--- src/rtl/sram_strobe_pkg.sv ---
package sram_strobe_pkg;

   typedef enum logic [2:0] {
      ST_IDLE   = 3'd0,
      ST_WSET   = 3'd1,
      ST_WPULSE = 3'd2,
      ST_WREC   = 3'd3,
      ST_RACC   = 3'd4,
      ST_RTURN  = 3'd5
   } seq_state_t;

   function automatic int imax(input int a, input int b);
      return (a > b) ? a : b;
   endfunction

endpackage

--- src/rtl/sram_win_timer.sv ---
module sram_win_timer #(
   parameter int CNT_W = 4
) (
   input  logic             clk,
   input  logic             rst_n,
   input  logic             load,
   input  logic [CNT_W-1:0] load_val,
   output logic             expired
);
   logic [CNT_W-1:0] cnt_q;

   always_ff @(posedge clk or negedge rst_n) begin
      if (!rst_n)             cnt_q <= '0;
      else if (load)          cnt_q <= load_val;
      else if (cnt_q != '0)   cnt_q <= cnt_q - 1'b1;
   end

   assign expired = (cnt_q == '0);
endmodule

--- src/rtl/sram_seq_fsm.sv ---
module sram_seq_fsm
   import sram_strobe_pkg::*;
#(
   parameter int CNT_W   = 4,
   parameter int T_ACC   = 7,
   parameter int T_WP    = 6,
   parameter int POST_WR = 4,
   parameter int T_TURN  = 4
) (
   input  logic             clk,
   input  logic             rst_n,
   input  logic             req_valid,
   input  logic             req_write,
   input  logic             expired,
   output seq_state_t       nxt_state,
   output logic             load,
   output logic [CNT_W-1:0] load_val,
   output logic             accept,
   output logic             rd_capture,
   output logic             wr_end
);
   seq_state_t state_q;

   always_ff @(posedge clk or negedge rst_n) begin
      if (!rst_n) state_q <= ST_IDLE;
      else        state_q <= nxt_state;
   end

   always_comb begin
      nxt_state = state_q;
      load      = 1'b0;
      load_val  = '0;
      case (state_q)
         ST_IDLE: if (req_valid) begin
            load = 1'b1;
            if (req_write) begin
               nxt_state = ST_WSET;
               load_val  = '0;
            end else begin
               nxt_state = ST_RACC;
               load_val  = CNT_W'(T_ACC - 1);
            end
         end
         ST_WSET: if (expired) begin
            nxt_state = ST_WPULSE;
            load      = 1'b1;
            load_val  = CNT_W'(T_WP - 1);
         end
         ST_WPULSE: if (expired) begin
            nxt_state = ST_WREC;
            load      = 1'b1;
            load_val  = CNT_W'(POST_WR - 1);
         end
         ST_RACC: if (expired) begin
            nxt_state = ST_RTURN;
            load      = 1'b1;
            load_val  = CNT_W'(T_TURN - 1);
         end
         ST_WREC, ST_RTURN: if (expired) nxt_state = ST_IDLE;
         default: nxt_state = ST_IDLE;
      endcase
   end

   assign accept     = (state_q == ST_IDLE) && req_valid;
   assign rd_capture = (state_q == ST_RACC) && expired;
   assign wr_end     = (state_q == ST_WPULSE) && expired;
endmodule

--- src/rtl/sram_pin_stage.sv ---
module sram_pin_stage
   import sram_strobe_pkg::*;
#(
   parameter int ADDR_W = 13,
   parameter int DATA_W = 8
) (
   input  logic              clk,
   input  logic              rst_n,
   input  seq_state_t        nxt_state,
   input  logic              accept,
   input  logic              rd_capture,
   input  logic              wr_end,
   input  logic [ADDR_W-1:0] req_addr,
   input  logic [DATA_W-1:0] req_wdata,
   input  logic [DATA_W-1:0] mem_dq_i,
   output logic              req_ready,
   output logic [ADDR_W-1:0] mem_addr,
   output logic              mem_cs_n,
   output logic              mem_cs,
   output logic              mem_we_n,
   output logic              mem_oe_n,
   output logic [DATA_W-1:0] mem_dq_o,
   output logic              mem_dq_oe,
   output logic [DATA_W-1:0] rd_data,
   output logic              rd_valid,
   output logic              wr_done
);
   logic sel_d;
   assign sel_d = (nxt_state == ST_WSET) || (nxt_state == ST_WPULSE) ||
                  (nxt_state == ST_RACC);

   // strobes come straight from flops so the pins never glitch
   always_ff @(posedge clk or negedge rst_n) begin
      if (!rst_n) begin
         req_ready <= 1'b1;
         mem_cs_n  <= 1'b1;
         mem_cs    <= 1'b0;
         mem_we_n  <= 1'b1;
         mem_oe_n  <= 1'b1;
         mem_dq_oe <= 1'b0;
         rd_valid  <= 1'b0;
         wr_done   <= 1'b0;
      end else begin
         req_ready <= (nxt_state == ST_IDLE);
         mem_cs_n  <= !sel_d;
         mem_cs    <= sel_d;
         mem_we_n  <= (nxt_state != ST_WPULSE);
         mem_oe_n  <= (nxt_state != ST_RACC);
         mem_dq_oe <= (nxt_state == ST_WSET) || (nxt_state == ST_WPULSE);
         rd_valid  <= rd_capture;
         wr_done   <= wr_end;
      end
   end

   always_ff @(posedge clk or negedge rst_n) begin
      if (!rst_n) begin
         mem_addr <= '0;
         mem_dq_o <= '0;
         rd_data  <= '0;
      end else begin
         if (accept) begin
            mem_addr <= req_addr;
            mem_dq_o <= req_wdata;
         end
         if (rd_capture) rd_data <= mem_dq_i;
      end
   end
endmodule

--- src/rtl/sram_strobe_ctrl.sv ---
module sram_strobe_ctrl
   import sram_strobe_pkg::*;
#(
   parameter int ADDR_W = 13,
   parameter int DATA_W = 8,
   parameter int T_ACC  = 7,
   parameter int T_WP   = 6,
   parameter int T_WREC = 1,
   parameter int T_TURN = 4
) (
   input  logic              clk,
   input  logic              rst_n,
   input  logic              req_valid,
   output logic              req_ready,
   input  logic              req_write,
   input  logic [ADDR_W-1:0] req_addr,
   input  logic [DATA_W-1:0] req_wdata,
   output logic              rd_valid,
   output logic [DATA_W-1:0] rd_data,
   output logic              wr_done,
   output logic [ADDR_W-1:0] mem_addr,
   output logic              mem_cs_n,
   output logic              mem_cs,
   output logic              mem_we_n,
   output logic              mem_oe_n,
   output logic [DATA_W-1:0] mem_dq_o,
   output logic              mem_dq_oe,
   input  logic [DATA_W-1:0] mem_dq_i
);
   localparam int POST_WR = imax(T_WREC, T_TURN);
   localparam int T_MAX   = imax(imax(T_ACC, T_WP), POST_WR);
   localparam int CNT_W   = (T_MAX < 2) ? 1 : $clog2(T_MAX);

   generate
      if (T_ACC < 1 || T_WP < 1 || T_WREC < 1 || T_TURN < 1) begin : g_bad_timing
         $error("sram_strobe_ctrl: every timing window must be at least one cycle");
      end
      if (ADDR_W < 1 || DATA_W < 1) begin : g_bad_width
         $error("sram_strobe_ctrl: address and data widths must be positive");
      end
   endgenerate

   seq_state_t       nxt_state;
   logic             load, expired, accept, rd_capture, wr_end;
   logic [CNT_W-1:0] load_val;

   sram_win_timer #(.CNT_W(CNT_W)) u_timer (
      .clk(clk), .rst_n(rst_n), .load(load), .load_val(load_val),
      .expired(expired)
   );

   sram_seq_fsm #(
      .CNT_W(CNT_W), .T_ACC(T_ACC), .T_WP(T_WP),
      .POST_WR(POST_WR), .T_TURN(T_TURN)
   ) u_fsm (
      .clk(clk), .rst_n(rst_n), .req_valid(req_valid), .req_write(req_write),
      .expired(expired), .nxt_state(nxt_state), .load(load),
      .load_val(load_val), .accept(accept), .rd_capture(rd_capture),
      .wr_end(wr_end)
   );

   sram_pin_stage #(.ADDR_W(ADDR_W), .DATA_W(DATA_W)) u_pins (
      .clk(clk), .rst_n(rst_n), .nxt_state(nxt_state), .accept(accept),
      .rd_capture(rd_capture), .wr_end(wr_end), .req_addr(req_addr),
      .req_wdata(req_wdata), .mem_dq_i(mem_dq_i), .req_ready(req_ready),
      .mem_addr(mem_addr), .mem_cs_n(mem_cs_n), .mem_cs(mem_cs),
      .mem_we_n(mem_we_n), .mem_oe_n(mem_oe_n), .mem_dq_o(mem_dq_o),
      .mem_dq_oe(mem_dq_oe), .rd_data(rd_data), .rd_valid(rd_valid),
      .wr_done(wr_done)
   );
endmodule

--- config.mk ---
export PLATFORM = sky130hd
export DESIGN_NAME = sram_strobe_ctrl
export DESIGN_NICKNAME = d
export VERILOG_FILES = /design/src/rtl/sram_strobe_pkg.sv /design/src/rtl/sram_win_timer.sv /design/src/rtl/sram_seq_fsm.sv /design/src/rtl/sram_pin_stage.sv /design/src/rtl/sram_strobe_ctrl.sv
export SDC_FILE = /design/constraint.sdc
export NUM_CORES = 1
export LEC_CHECK = 0
export ABC_AREA = 1
export BUFFER_PORTS_ARGS = -buffer_cell sky130_fd_sc_hd__buf_2
export CORE_ASPECT_RATIO = 0.6
export CORE_MARGIN = 2
export CORE_UTILIZATION = 50
export CTS_CLUSTER_DIAMETER = 200
export DETAILED_ROUTE_END_ITERATION = 8
export PLACE_DENSITY = 0.83
export SLEW_MARGIN = 25
export SYNTH_ARGS = -nofsm -noshare
export SYNTH_HDL_FRONTEND = slang
export SYNTH_HIERARCHICAL = 1
export SYNTH_SLANG_ARGS = --single-unit
--- constraint.sdc ---
create_clock -name clk -period 4 [get_ports clk]
set_input_delay 0.6 -clock clk [delete_from_list [all_inputs] [get_ports clk]]
set_output_delay 0.6 -clock clk [all_outputs]
set_load 0.005 [all_outputs]
==> results.md, run 1 <==
* Largest area contributor in the netlist: dfrtp_1
* Leak at 1.29 nW
* GRT overflow at 0
* Mapped Nets at 248
* Sink Count at 43
* Die Ht at 50.7 µm
* 1st-iter DRT viols at 76
* Fin crit period at 2.09 ns
* Yosys top cell area share at 53.7%
* Critical Path Fanout Max at 19
* Vias at 1521
* Area contributors post-synth: dfrtp_1 54%, nand2_1 12%, inv_1 8.9%
* Crit path DAT at 2.32 ns
* Skew-Pair Late Insertion Delay at 0.29 ns
* Final setup violating endpoints at 0
* Wirelength, routed at 3.70 mm
* Post-DP HPWL at 2.79 mm
* Register share of total power at 41.4%
* Initial Util at 54.0%
* Slew headroom at 38.1%
* Via density per instance at 4.61
* CTS tree: yes
* Die width at 81.8 µm
* Post-route setup TNS at 0 ns
* Ratio of final minimum period to clock period at 52.3%
* Antenna violations before repair at 0
* Total GRT Usage at 20.2%
* Synth Area in XOR/XNOR at 0%
* NetSw at 0.000709 W
* Core area at 3360 µm²
* CTS Buffer Depth at 2
* Power per cell area at 808 nW/µm²
* Total Die Area at 4150 µm²
* Largest net degree at the start of global routing at 44
* Layout cell share with drive strength beyond 1 at 29.1%
* Portion of netlist area occupied by mux cells at 0%
* Hold WC Path Type: primary input to asynchronous set/reset pin
* Synth Area in Compound Gates at 10.5%
* Worst-Margin Slew at 0.923 ns
* Final net count at 319
* Req. time, crit path at 4.22 ns
* Main combinational cell family by area after synthesis: simple AND/OR/NAND/NOR gates
* Internal power at 0.00115 W
* Clock power share at 17.2%
* Synth Area in Adders at 1.38%
* H-tree levels at 2
* CP endpoint kind: register
* Placed cell area at 2190 µm²
* RSZ-0062 raised after global routing: no
* Hold Buf Count CTS at 0
* # rows at 16
* Final core occ at 68.4%
* Combinational share of power at 41.3%
* Io pins at 70
* Antenna viol nets, final at 0
* Fillers at 275
* Antenna cells at 0
* Synth Area in Simple Gates at 17.6%
* Area delta synth->final at 26.6%
* Kind of critical path: register to register
* Fin. Hold Viols at 0
* PortBufs at 69
* Root cell of the clock tree: clkbuf_8
* Clock buffer count from CTS at 5
* Syn avg cell area at 8.53 µm²
* RD Place Congestion at 0.848
* Final Cell Area at 2300 µm²
* Setup crit start kind: register
* First-pass GRT wire length at 6.31 mm
* Number of global-route vias before repair at 1492
* Yosys warns at 6
* Setup repair bufs after CTS at 0
* Synth cell types at 17
* Clock-pin slew of the registers on the worst-case setup and hold paths at 0.08 ns
* VDD IR-drop max at 426 µV
* Wire per inst at 11.2 µm
* DRC at 0
* Final count of pins violating max slew at 0
* Clock Skew at 0.0108 ns
* Register area share after synthesis at 59.5%
* TritonRoute pass-1 iters at 4
* Switching share of power at 38.2%
* Outcome: completed
* F_max at 478 MHz
* Post-Syn Area at 1820 µm²
* Synthesized flop and latch total at 43
* Cells after synthesis at 213
* Post-cts resize count at 0
* Max Cap Viol at 0
## layout make-up
| type | instances | area [µm²] | share of cell area, % |
|---|---|---|---|
| Multi-Input combinational cell | 119 | 536 | 23.3 |
| Clock inverter | 1 | 30.0 | 1.31 |
| Tap cell | 45 | 56.3 | 2.45 |
| Sequential cell | 43 | 1080 | 47.0 |
| Clock buffer | 7 | 76.3 | 3.32 |
| Inverter | 46 | 173 | 7.51 |
| Timing Repair Buffer | 69 | 348 | 15.1 |
## metrics by stage
step / worst slack (ns) / hold WS (ns) / std cells / power (W)
6_report: 1.91 / 0.285 / 330 / 0.00186
5_1_grt: 1.58 / 0.322 / 330 / 0.00206
4_1_cts: 1.88 / 0.468 / 330 / 0.00188
3_5_place_dp: 1.90 / 0.470 / 322 / 0.00155
3_3_place_gp: 2.03 / 0.467 / 322 / 0.00151
2_1_floorplan: 2.40 / 0.304 / 213 / 0.00125
## cells in the mapped netlist (all sizes together)
| master | n |
|---|---|
| nor3 | 2 |
| nor2 | 10 |
| inv | 46 |
| o211ai | 2 |
| o21ai | 32 |
| dfrtp | 39 |
| a21oi | 3 |
| ha | 2 |
| nand2 | 59 |
| dfstp | 4 |
| nand3 | 6 |
| nand4 | 3 |
| buf | 5 |
## sequential cells by signal (all words and copies together), names as in the netlist, 3 cells and up
name	flops
u_timer/cnt_q	3
u_pins/mem_dq_o	8
u_fsm/state_q	3
u_pins/rd_data	8
u_pins/mem_addr	13
## power groups by stage
stage                     Clock, W  Sequential [W]  Combinational [W]
after global routing      0.000348        0.000796           0.000914
after detailed placement         0        0.000774           0.000778
final                     0.000320        0.000770           0.000768
after global placement           0        0.000770           0.000742
after floorplan                  0        0.000785           0.000460
after CTS                 0.000328        0.000770           0.000778
## routing by layer
| layer | part of all wire, % | track usage (%) |
|---|---|---|
| met3 | 8.9 | 7.19 |
| met5 | 0 | 0 |
| met1 | 48 | 26.4 |
| met2 | 43 | 32.1 |
| met4 | 0.59 | 5.00 |
## cells by family after synthesis
logic type | count (synthesis)
and+or+nand+nor | 80
buffers and inverters | 51
DFF | 43
AOI/OAI and AO/OA | 37
adders and majority gates | 2
## final timing paths
check | from | to | slack (ns) | depth (start not counted)
setup / recovery | u_timer/cnt_q[0]$_DFFE_PN0P_ | u_pins/mem_cs_n$_DFF_PN1_ | 1.91 | 12
hold / removal | rst_n | u_pins/rd_data[2]$_DFFE_PN0P_ | 0.29 | 1
setup reg to reg | u_timer/cnt_q[0]$_DFFE_PN0P_ | u_pins/mem_cs_n$_DFF_PN1_ | 1.91 | 12
hold reg to reg | u_timer/cnt_q[1]$_DFFE_PN0P_ | u_timer/cnt_q[1]$_DFFE_PN0P_ | 0.49 | 2
max in group asynchronous | rst_n | u_pins/mem_oe_n$_DFF_PN1_ | 3.34 | 1
min in group clk | u_timer/cnt_q[1]$_DFFE_PN0P_ | u_timer/cnt_q[1]$_DFFE_PN0P_ | 0.49 | 2
## cell usage in the layout (no fill, tap or decap)
master / instances
buf_2: 68
nand2_1: 59
inv_1: 42
dfrtp_1: 39
o21ai_0: 29
nor2_1: 9
nand3_1: 6
clkbuf_8: 5
dfstp_2: 4
inv_2: 3
nand4_1: 3
a21oi_1: 3
o21ai_1: 3
clkbuf_1: 2
nor3_1: 2
o211ai_1: 2
ha_1: 2
bufinv_16: 1
buf_4: 1
clkinv_1: 1
nor2_2: 1
## worst max-delay path: stages (launching register included)
cell and delay (ns):
dfrtp_1 0.40, inv_1 0.09, ha_1 0.20, inv_1 0.06, nor2_2 0.19, nand3_1 0.13
inv_1 0.36, a21oi_1 0.10, nand2_1 0.17, nor2_1 0.07, nand2_1 0.10, nand2_1 0.08
nor2_1 0.09
(Power assumes the default switching activity.)
==> run 2: changes to the inputs <==
CORE_UTILIZATION = 48   (was 50)
PLACE_DENSITY = 0.81   (was 0.83)
clock period = 2.08 ns   (was 4 ns; I/O delays follow)
==> run 2 against run 1 <==
  * Sequential power up 91%
  * Via count increased by 0.20%
  * Worst hold slack lost 0.20 ns
  * Non-clock buffer count rose by 3
  * Critical path depth fell by 3
  * Sequential share of layout area fell by 0.46 points
  * Critical endpoint is now u_timer/cnt_q[1]$_DFFE_PN0P_
  * Highest routed layer unchanged
==> results.md, run 2 (same netlist as run 1, synthesis figures left out) <==
* RD Place Congestion at 0.801
* Final core occ at 63.5%
* H-tree levels at 2
* Switching share of power at 37.9%
* First-pass GRT wire length at 6.11 mm
* Final setup violating endpoints at 0
* Clock power share at 17.2%
* Post-DP HPWL at 2.65 mm
* Post-cts resize count at 0
* Number of global-route vias before repair at 1343
* Regs by FF count: u_pins/mem_addr (13), u_pins/mem_dq_o (8), u_pins/rd_data (8)
* Outcome: completed
* Via density per instance at 4.55
* Final net count at 322
* PortBufs at 69
* RSZ-0062 raised after global routing: no
* Internal power at 0.00222 W
* Slowest-stage cell, CP: dfrtp_1
* Setup crit start kind: register
* Vias at 1524
* GRT overflow at 0
* Wire per inst at 10.7 µm
* Power per cell area at 1540 nW/µm²
* Sink Count at 43
* Worst-Margin Slew at 0.518 ns
* Max reg flops at 13
* Reg with most FFs: u_pins/mem_addr
* NetSw at 0.00136 W
* CTS tree: yes
* Req. time, crit path at 2.26 ns
* Layout cell share with drive strength beyond 1 at 29.9%
* Kind of critical path: register to register
* TritonRoute pass-1 iters at 4
* VDD IR-drop max at 766 µV
* Antenna violations before repair at 0
* Die width at 83.4 µm
* DRC at 0
* Io pins at 70
* Clock buffer count from CTS at 5
* Leading cell types in the layout, fill and taps excluded: 69 x buf_2, 59 x nand2_1, 43 x inv_1
* CTS Buffer Depth at 2
* Final count of pins violating max slew at 0
* Commonest non-fill, non-tap cell in the layout: buf_2
* CP top delay family: simple AND/OR/NAND/NOR gates
* Total GRT Usage at 18.5%
* Slew headroom at 65.5%
* Ratio of final minimum period to clock period at 86.0%
* Delay of the slowest critical-path stage at 0.39 ns
* Post-route setup TNS at 0 ns
* # rows at 17
* Leak at 1.31 nW
* Antenna viol nets, final at 0
* Skew-Pair Late Insertion Delay at 0.29 ns
* Clock-pin slew of the registers on the worst-case setup and hold paths at 0.07 ns
* Clock Skew at 0.00476 ns
* Critical Path Fanout Max at 8
* Initial Util at 49.7%
* Core area at 3660 µm²
* Die Ht at 51.7 µm
* Register share of total power at 41.1%
* Area delta synth->final at 27.8%
* Total power at 0.00358 W
* Combinational share of power at 41.7%
* CP Cell Sequence: inv_1 -> ha_1 -> inv_1 -> nor2_2 -> nand4_1 -> nand4_1 -> o21ai_0 -> nand2_1 -> nand2_1
* Fin Hold WS at 0.0824 ns
* Wirelength, routed at 3.60 mm
* Setup repair bufs after CTS at 0
* 1st-iter DRT viols at 56
* Antenna cells at 0
* CP endpoint kind: register
* Hold WC Path Type: primary input to asynchronous set/reset pin
* F_max at 559 MHz
* Crit path DAT at 1.97 ns
* Placed Cells at 327
* Hold Buf Count CTS at 0
* Largest net degree at the start of global routing at 44
* Non-filler cells, final at 335
* Root cell of the clock tree: clkbuf_8
* Total Die Area at 4310 µm²
* Buf/Inv on CP at 2
* Fin. Hold Viols at 0
* Max Cap Viol at 0
* Fin crit period at 1.79 ns
[run 2: cell types whose count changed in the layout (fill, tap and decap cells not counted)]
cell      delta
clkinv_1     -1
inv_1        +1
buf_4        +2
buf_2        +1
[run 2: area by class of cell]
| class | count | area, µm² |
|---|---|---|
| inverter | 46 | 173 |
| fill | 324 | 1340 |
| tap | 47 | 58.8 |
| clock buffer | 7 | 76.3 |
| sequential | 43 | 1080 |
| clock inverter | 1 | 30.0 |
| timing repair buffer | 72 | 368 |
| multi-input combinational | 119 | 536 |
[run 2: power by group through the flow]
stage               Combinational (W)  Sequential, W  Clock, W
detailed placement            0.00151        0.00149         0
finish                        0.00149        0.00147  0.000617
floorplan                    0.000885        0.00151         0
global route                  0.00176        0.00153  0.000677
CTS                           0.00151        0.00148  0.000643
global placement              0.00146        0.00147         0
[run 2: final timing paths]
kind,cells after the start,slack [ns],to,startpoint
max,9,0.29,u_timer/cnt_q[1]$_DFFE_PN0P_,u_timer/cnt_q[0]$_DFFE_PN0P_
min,2,0.08,u_pins/mem_dq_o[3]$_DFFE_PN0P_,rst_n
max reg2reg,9,0.29,u_timer/cnt_q[1]$_DFFE_PN0P_,u_timer/cnt_q[0]$_DFFE_PN0P_
min reg2reg,2,0.50,u_timer/cnt_q[1]$_DFFE_PN0P_,u_timer/cnt_q[1]$_DFFE_PN0P_
max in group asynchronous,2,1.63,u_pins/mem_we_n$_DFF_PN1_,rst_n
min in group clk,3,0.23,u_pins/mem_dq_o[0]$_DFFE_PN0P_,req_wdata[0]
[run 2: metal layers]
layer / global-route usage (%) / vias to the layer above / wire length [µm]
met2: 26.6 / 52 / 1440
li1: - / 797 / -
met5: 0 / - / 0
met1: 25.7 / 665 / 1790
met4: 7.53 / 0 / 70
met3: 6.83 / 10 / 298
[run 2: worst register-to-register path, cell delays in order, from the launching register on]
cell and delay [ns]:
dfrtp_1 0.39, inv_1 0.09, ha_1 0.20, inv_1 0.06, nor2_2 0.19, nand4_1 0.19
nand4_1 0.30, o21ai_0 0.14, nand2_1 0.08, nand2_1 0.05
[run 2: metrics by stage]
step	setup slack (ns)	cell area [µm²]
2_1_floorplan	0.479	1820
3_3_place_gp	0.382	2220
3_5_place_dp	0.311	2220
4_1_cts	0.290	2320
5_1_grt	0.0180	2320
6_report	0.292	2320
==> run 3: changes to the inputs <==
==> constraint.sdc (replaced) <==
create_clock -name clk -period 2.08 [get_ports clk]
set_input_delay 0.624 -clock clk [delete_from_list [all_inputs] [get_ports clk]]
set_output_delay 0.624 -clock clk [all_outputs]
set_load 0.005 [all_outputs]
==> run 3 against run 2 <==
  * Sequential cell count is the same
  * Clock skew is 0.0026 ns lower
  * Final cell count is 0.30% lower
  * Core utilization grew 0.24 points
  * Largest cell class unchanged
  * Highest routed layer unchanged
==> results.md, run 3 (same netlist as run 1, synthesis figures left out) <==
* DRC at 0
* Wirelength, routed at 3.71 mm
* Met2 Usage GRT at 26.7%
* Req. time, crit path at 2.30 ns
* Ratio of final minimum period to clock period at 87.6%
* Leak at 1.31 nW
* Root cell of the clock tree: clkbuf_8
* Area delta synth->final at 28.3%
* Antenna cells at 0
* H-tree levels at 2
* Fin. Hold Viols at 0
* Post-cts resize count at 0
* Multi-input gate area at 536 µm²
* Number of global-route vias before repair at 1380
* Crit path DAT at 2.04 ns
* Die Ht at 51.7 µm
* Vias at 1561
* Sink Count at 43
* Commonest non-fill, non-tap cell in the layout: buf_2
* Fin Hold WS at 0.282 ns
* Outcome: completed
* Critical Path Fanout Max at 18
* Total GRT Usage at 19.3%
* Slew headroom at 70.2%
* Kind of critical path: register to register
* F_max at 549 MHz
* Io pins at 70
* Wire per inst at 11.1 µm
* Final net count at 322
* Met1 Usage GRT at 28.1%
* Initial Util at 49.7%
* Worst-Margin Slew at 0.447 ns
* Clock power share at 16.7%
* Clock-pin slew of the registers on the worst-case setup and hold paths at 0.07 ns
* GR Util met3 at 7.62%
* Register share of total power at 41.2%
* R2R cell count at 13
* Die width at 83.4 µm
* VDD IR-drop max at 778 µV
* Largest net degree at the start of global routing at 43
* Antenna viol nets, final at 0
* Layout cell share with drive strength beyond 1 at 30.0%
* Combinational share of power at 42.0%
* Power per cell area at 1530 nW/µm²
* Gr busiest metal: met1
* Post-route setup TNS at 0 ns
* CTS tree: yes
* Clock buffer count from CTS at 5
* PortBufs at 69
* Total Die Area at 4310 µm²
* Skew-Pair Late Insertion Delay at 0.28 ns
* GRT overflow at 0
* Hold Buf Count CTS at 0
* Regs by FF count: u_pins/mem_addr (13), u_pins/mem_dq_o (8), u_pins/rd_data (8)
* NetSw at 0.00136 W
* Max Cap Viol at 0
* Fin crit period at 1.82 ns
* # rows at 17
* CTS Buffer Depth at 2
* Final count of pins violating max slew at 0
* 1st-iter DRT viols at 108
* R2r setup slk at 0.26 ns
* Max reg flops at 13
* RSZ-0062 raised after global routing: no
* Via density per instance at 4.67
* Reg with most FFs: u_pins/mem_addr
* Post-DP HPWL at 2.80 mm
* Register area at 1080 µm²
* First-pass GRT wire length at 6.43 mm
* Setup repair bufs after CTS at 0
* Leading cell types in the layout, fill and taps excluded: 69 x buf_2, 59 x nand2_1, 43 x inv_1
* CP endpoint kind: register
* Critical R2R Capture: u_timer/cnt_q[1]$_DFFE_PN0P_
* Antenna violations before repair at 0
* Setup crit start kind: register
* Core area at 3660 µm²
* Hold WC Path Type: primary input to asynchronous set/reset pin
* Final setup violating endpoints at 0
* RD Place Congestion at 0.865
* Worst r2r src: u_timer/cnt_q[0]$_DFFE_PN0P_
* Switching share of power at 38.0%
* Fillers at 310
* Internal power at 0.00222 W
* Clock Skew at 0.00213 ns
* TritonRoute pass-1 iters at 4
## run 3: worst max-delay path: stages, from the launching register on
cell     delay [ns]
dfrtp_1        0.40
inv_1          0.09
ha_1           0.20
inv_1          0.07
nor2_2         0.18
nand3_1        0.13
inv_1          0.09
buf_4          0.20
nor2_1         0.08
nand2_1        0.06
nand2_1        0.06
o21ai_0        0.09
nand2_1        0.07
nand2_1        0.06
## run 3: how the worst max path moves through the flow
stage               cells past startpoint  slack, ns                         start                           end
floorplan                              12       0.48  u_timer/cnt_q[0]$_DFFE_PN0P_     u_pins/mem_cs_n$_DFF_PN1_
global placement                       13       0.37  u_timer/cnt_q[0]$_DFFE_PN0P_  u_timer/cnt_q[0]$_DFFE_PN0P_
detailed placement                     13       0.29  u_timer/cnt_q[0]$_DFFE_PN0P_  u_timer/cnt_q[1]$_DFFE_PN0P_
CTS                                    13       0.28  u_timer/cnt_q[0]$_DFFE_PN0P_  u_timer/cnt_q[1]$_DFFE_PN0P_
global route                           13       0.08  u_timer/cnt_q[0]$_DFFE_PN0P_  u_timer/cnt_q[1]$_DFFE_PN0P_
finish                                 13       0.26  u_timer/cnt_q[0]$_DFFE_PN0P_  u_timer/cnt_q[1]$_DFFE_PN0P_
## run 3: final cells by class
class	count	area share (%)
Inverter	46	7.41
Clock inverter	1	1.29
Multi-Input combinational cell	119	23.0
Sequential cell	43	46.4
Clock buffer	6	3.11
Tap cell	47	2.52
Timing Repair Buffer	72	16.3
## run 3: metal layers
| layer | vias up | wire length (µm) |
|---|---|---|
| met2 | 61 | 1520 |
| met1 | 699 | 1870 |
| met5 | - | 0 |
| met3 | 2 | 327 |
| met4 | 0 | 3 |
| li1 | 799 | - |
## run 3: power by group through the flow
stage	Sequential, W	Combinational, W	Clock (W)
3_3_place_gp	0.00148	0.00146	0
4_1_cts	0.00148	0.00152	0.000625
3_5_place_dp	0.00149	0.00151	0
6_report	0.00147	0.00150	0.000598
2_1_floorplan	0.00151	0.000885	0
5_1_grt	0.00153	0.00176	0.000665
## run 3: metrics by stage
| stage | utilization (%) | setup slack, ns | power, W | instances | cell area, µm² |
|---|---|---|---|---|---|
| 6_report | 63.7 | 0.258 | 0.00358 | 334 | 2330 |
| 4_1_cts | 63.7 | 0.276 | 0.00362 | 334 | 2330 |
| 5_1_grt | 63.7 | 0.0831 | 0.00396 | 334 | 2330 |
| 3_3_place_gp | 60.9 | 0.370 | 0.00293 | 327 | 2230 |
| 2_1_floorplan | - | 0.479 | 0.00240 | 213 | 1820 |
| 3_5_place_dp | 60.9 | 0.293 | 0.00300 | 327 | 2230 |
